### src/rtl/ivl_timer_pkg.sv
package ivl_timer_pkg;

  localparam logic SEL_RELOAD = 1'b0;
  localparam logic SEL_COUNT  = 1'b1;

  typedef struct packed {
    logic restart;  // reload written: clear irq, restart period
    logic ack;      // count slot read: clear irq
  } tmrStrobes_t;

endpackage

### src/rtl/ivl_timer_ctrl.sv
module ivl_timer_ctrl
  import ivl_timer_pkg::*;
#(
  parameter int RELOAD_W = 8
) (
  input  logic                regSel,
  input  logic                wrEn,
  input  logic                rdEn,
  input  logic [RELOAD_W-1:0] reloadVal,
  output tmrStrobes_t         strobes,
  output logic [RELOAD_W-1:0] rdData
);

  always_comb begin
    strobes.restart = wrEn && (regSel == SEL_RELOAD);
    strobes.ack     = rdEn && (regSel == SEL_COUNT);
  end

  // The count slot always reads as zero.
  assign rdData = (regSel == SEL_RELOAD) ? reloadVal : '0;

endmodule

### src/rtl/ivl_timer_dp.sv
module ivl_timer_dp
  import ivl_timer_pkg::*;
#(
  parameter int RELOAD_W = 8,
  parameter int TICK_DIV = 100000
) (
  input  logic                clk,
  input  logic                rstN,
  input  tmrStrobes_t         strobes,
  input  logic [RELOAD_W-1:0] wrData,
  output logic [RELOAD_W-1:0] reloadVal,
  output logic                irq
);

  localparam int CNT_W = RELOAD_W + 1;
  localparam int PRE_W = (TICK_DIV > 1) ? $clog2(TICK_DIV) : 1;

  logic             tick;
  logic [CNT_W-1:0] periodCnt;
  logic             periodEnd;
  logic             clearIrq;

  // Millisecond prescaler; the variant depends on the divide ratio
  generate
    if (TICK_DIV == 1) begin : g_noPre
      assign tick = 1'b1;
    end else begin : g_pre
      localparam logic [PRE_W-1:0] PRE_LAST = PRE_W'(TICK_DIV - 1);
      logic [PRE_W-1:0] preCnt;
      always_ff @(posedge clk) begin
        if (!rstN || strobes.restart)  preCnt <= '0;
        else if (preCnt == PRE_LAST)   preCnt <= '0;
        else                           preCnt <= preCnt + 1'b1;
      end
      assign tick = (preCnt == PRE_LAST);
    end
  endgenerate

  always_ff @(posedge clk) begin
    if (!rstN)                  reloadVal <= '0;
    else if (strobes.restart)   reloadVal <= wrData;
  end

  // Period counter holds the ticks left in the current period (1..R+1)
  always_ff @(posedge clk) begin
    if (!rstN)                 periodCnt <= CNT_W'(1);
    else if (strobes.restart)  periodCnt <= {1'b0, wrData} + 1'b1;
    else if (tick) begin
      if (periodCnt == CNT_W'(1)) periodCnt <= {1'b0, reloadVal} + 1'b1;
      else                        periodCnt <= periodCnt - 1'b1;
    end
  end

  assign periodEnd = tick && (periodCnt == CNT_W'(1));
  assign clearIrq  = strobes.restart || strobes.ack;

  // Clearing wins over a coincident period end
  always_ff @(posedge clk) begin
    if (!rstN || clearIrq)  irq <= 1'b0;
    else if (periodEnd)     irq <= 1'b1;
  end

  AST_CNT_NONZERO: assert property (@(posedge clk) disable iff (!rstN)
    periodCnt != '0);
  AST_IRQ_ON_END: assert property (@(posedge clk) disable iff (!rstN)
    (periodEnd && !clearIrq) |=> irq);
  AST_IRQ_HOLD: assert property (@(posedge clk) disable iff (!rstN)
    (irq && !clearIrq) |=> irq);
  AST_ACK_CLEARS: assert property (@(posedge clk) disable iff (!rstN)
    strobes.ack |=> !irq);
  AST_RELOAD_CLEARS: assert property (@(posedge clk) disable iff (!rstN)
    strobes.restart |=> (!irq && reloadVal == $past(wrData)));

endmodule

### src/rtl/ivl_timer.sv
module ivl_timer
  import ivl_timer_pkg::*;
#(
  parameter int RELOAD_W = 8,
  parameter int TICK_DIV = 100000
) (
  input  logic                clk,
  input  logic                rstN,
  input  logic                regSel,
  input  logic                wrEn,
  input  logic                rdEn,
  input  logic [RELOAD_W-1:0] wrData,
  output logic [RELOAD_W-1:0] rdData,
  output logic                irqOut
);

  tmrStrobes_t         strobes;
  logic [RELOAD_W-1:0] reloadVal;

  ivl_timer_ctrl #(.RELOAD_W(RELOAD_W)) u_ctrl (
    .regSel    (regSel),
    .wrEn      (wrEn),
    .rdEn      (rdEn),
    .reloadVal (reloadVal),
    .strobes   (strobes),
    .rdData    (rdData)
  );

  ivl_timer_dp #(.RELOAD_W(RELOAD_W), .TICK_DIV(TICK_DIV)) u_dp (
    .clk       (clk),
    .rstN      (rstN),
    .strobes   (strobes),
    .wrData    (wrData),
    .reloadVal (reloadVal),
    .irq       (irqOut)
  );

endmodule

### config.mk
export PLATFORM = sky130hd
export DESIGN_NAME = ivl_timer
export DESIGN_NICKNAME = d
export VERILOG_FILES = /design/src/rtl/ivl_timer_pkg.sv /design/src/rtl/ivl_timer_ctrl.sv /design/src/rtl/ivl_timer_dp.sv /design/src/rtl/ivl_timer.sv
export SDC_FILE = /design/constraint.sdc
export NUM_CORES = 1
export LEC_CHECK = 0
export ABC_AREA = 1
export ABC_CLOCK_PERIOD_IN_PS = 3100
export BUFFER_PORTS_ARGS = -buffer_cell sky130_fd_sc_hd__buf_2
export CAP_MARGIN = 20
export CORE_UTILIZATION = 55
export CTS_CLUSTER_DIAMETER = 150
export DETAILED_ROUTE_END_ITERATION = 6
export PLACE_DENSITY = 0.75
export SLEW_MARGIN = 20
export SYNTH_ARGS = -nofsm -noshare
export SYNTH_HDL_FRONTEND = slang
export SYNTH_SLANG_ARGS = --single-unit
### constraint.sdc
create_clock -name clk -period 3.1 [get_ports clk]
set_input_delay 0.31 -clock clk [delete_from_list [all_inputs] [get_ports clk]]
set_output_delay 0.31 -clock clk [all_outputs]
set_load 0.02 [all_outputs]
==> summary.md <==
| Metric | Value |
|---|---|
| Most frequent cells in the layout | nand2_1, nor2_1, inv_1 |
| Synthesis Warnings | 0 |
| Hold slack final | 280 ps |
| Root Buffer | clkbuf_8 |
| Max-cap violations | 0 |
| Inserted Diodes | 0 |
| Cell Rows | 22 |
| Residual DRC count | 0 |
| Library cells used by synthesis | 30 |
| Min-Delay Path Class | input port to flip-flop |
| Skew final | 4.60 ps |
| # resized after CTS | 0 |
| PortBufs | 21 |
| Antenna violations before repair | 0 |
| Finished Cell Area | 0.00237 sq mm |
| Post-Route WL | 4960 microns |
| # clock sinks | 35 |
| Total global-route track usage | 27.7% |
| WHS Path Cells | 3 |
| CTS H-tree lvls | 2 |
| Post-Place Cell Area | 0.00228 sq mm |
| Area Growth Syn to Fin | 9.68% |
| Chip height | 64.6 microns |
| Clock Path Buffers | 2 |
| Worst r2r path cells | 8 |
| Worst-Margin Slew | 445 ps |
| TritonCTS buffer count | 5 |
| Startpoint of the worst register-to-register path | u_dp.g_pre.preCnt[0] |
| Worst path max stage delay | 360 ps |
| Initial Utilization | 58.1% |
| Leakage | 1.03 nW |
| R2R Setup Slk | 1310 ps |
| Hold Path Origin | rdEn |
| CP Class | flip-flop to flip-flop |
| Worst setup SP type | flip-flop |
| Synthesized area per cell | 6.33 sq um |
| Most common cell after layout, fill and taps aside | nand2_1 |
| Via density per instance | 5.25 |
| Routability cong. | 0.854 |
| CTS tree | yes |
| First-pass GRT wire length | 8760 microns |
| Critical Path Fanout Max | 13 |
| Syn Nets | 359 |
| Post-synthesis sequential area ratio | 32.5% |
| Post-route ant nets | 0 |
| First DRT Iteration DRCs | 166 |
| WL/cell | 12.1 microns |
| Drt first pass iters | 5 |
| Core Area | 0.00372 sq mm |
| NumNets Final | 380 |
| VDD IR max | 0.000327 V |
| Slowest cell on crit path | nand2_1 |
| Period utilization | 57.9% |
| Hold Buf Count CTS | 0 |
| Via count | 2,158 |
| Hold Vio Cnt, Final | 0 |
| Slew Limit Fails | 0 |
| Total setup buffers inserted after CTS | 0 |
| Time the worst path needs with I/O delays and setup | 1790 ps |
| Worst skew pair latency | 290 ps |
| Total grt overflow | 0 |
| RSZ-0062 raised after global routing | no |
| Critical path required time | 3280 ps |
| Setup TNS | 0 ps |
| Crit. End Element | flip-flop |
| Vias in the first global route | 1,934 |
| Worst setup margin | 1310 ps |
| CP Cell Sequence | ha_1 > nand3_1 > nor2_4 > nand3_2 > nand2_1 > inv_1 > o21ai_0 > a21oi_1 |
| Status | finished, final reports clean |
| Mapped cell area | 0.00216 sq mm |
| R2r endpoint | u_dp.g_pre.preCnt[10] |
| Setup violators final | 0 |
| Die Width | 64.6 microns |
| Post-detail-place hpwl | 3780 microns |
| Io pins | 22 |
| Fin util | 63.7% |
| Full die area | 0.00418 sq mm |
| Pin count of the biggest net entering global routing | 18 |
| Synthesized instance count | 341 |
| Power Density | 422 mW/mm^2 |
| Worst rel slew slack | 70.3% |
| Worst EP arrival | 1980 ps |
| Synth Register Bits | 35 |
| Highest clock rate | 0.557 GHz |
| Layout cells sized above 1 | 12.7% |
| Place WS | 1310 ps |
| Clock-pin slew on the worst setup and hold paths | 70 ps |
| Hold Path End | u_dp.irq |
-- metal layers --
metal / vias to the layer above / share of wire (%) / track usage (%)
met2: 66 / 40 / 40.0
li1: 1148 / - / -
met4: 0 / 1.6 / 11.1
met3: 6 / 5.3 / 6.34
met5: - / 0 / 0
met1: 938 / 53 / 39.3
-- kinds of logic (layout without fill, tap and decap cells) --
group	count (synthesis)	after routing	synth area share, %
AO/OA/AOI/OAI	60	60	14.7
adder cells (fa/ha/maj)	5	5	2.90
XOR/XNOR	6	6	2.44
AND/OR/NAND/NOR	183	183	37.7
flip-flops	35	35	32.5
buffers and inverters	52	74	9.74
-- worst max-delay path: cells and delay by family, from the launching register on --
| kind | cells | cell delay, ps |
|---|---|---|
| AOI/OAI and AO/OA | 2 | 160 |
| adders and majority gates | 1 | 200 |
| buffers and inverters | 1 | 190 |
| DFF | 1 | 350 |
| and+or+nand+nor | 4 | 780 |
-- cell type report --
cell class                 instances  area [sq um]
inverter                          45           169
sequential                        35           701
tap                               48          60.1
clock inverter                     2          12.5
multi-input combinational        254          1250
clock buffer                       6          72.6
fill                             366          1350
timing repair buffer              21           105
-- state kept, by name, summed over array words and instances, names as in the netlist --
signal,flops
u_dp.reloadVal,8
u_dp.irq,1
u_dp.periodCnt,9
u_dp.g_pre.preCnt,17
-- metrics by stage --
stage	instances	power, mW
after floorplan	341	0.637
after global placement	403	0.688
after detailed placement	403	0.690
after CTS	411	1.01
after global routing	411	1.06
final	411	0.999
-- synth_stat cells (all sizes together) --
library cell  count  area [sq um]
a21oi            24           124
a31oi             2          12.5
buf               6          36.3
clkbuf            1          5.00
dfxtp            35           701
ha                5          62.6
inv              45           169
nand2            70           270
nand3            33           170
nand3b            1          7.51
nand4             8          50.1
nor2             65           282
nor3              3          15.0
nor3b             1          7.51
nor4              1          6.26
o21a              2          15.0
o21ai            30           154
o22ai             2          12.5
or2               1          6.26
xnor2             3          26.3
xor2              3          26.3
-- report_power, final --
part | leakage [nW] | switching (mW) | internal [mW]
combinational | 0.699 | 0.131 | 0.0668
sequential | 0.285 | 0.0182 | 0.467
clock | 0.0412 | 0.159 | 0.157
-- how the worst max path moves through the flow --
stage	from	depth (start not counted)	endpoint	slack [ps]
2_1_floorplan	u_dp.g_pre.preCnt[0]	10	u_dp.g_pre.preCnt[14]	1700
3_3_place_gp	u_dp.g_pre.preCnt[0]	8	u_dp.g_pre.preCnt[4]	1370
3_5_place_dp	u_dp.g_pre.preCnt[0]	8	u_dp.g_pre.preCnt[10]	1310
4_1_cts	u_dp.g_pre.preCnt[0]	8	u_dp.g_pre.preCnt[10]	1300
5_1_grt	u_dp.g_pre.preCnt[0]	8	u_dp.g_pre.preCnt[4]	1120
6_report	u_dp.g_pre.preCnt[0]	8	u_dp.g_pre.preCnt[10]	1310
Power figures use the tool's default switching activity.
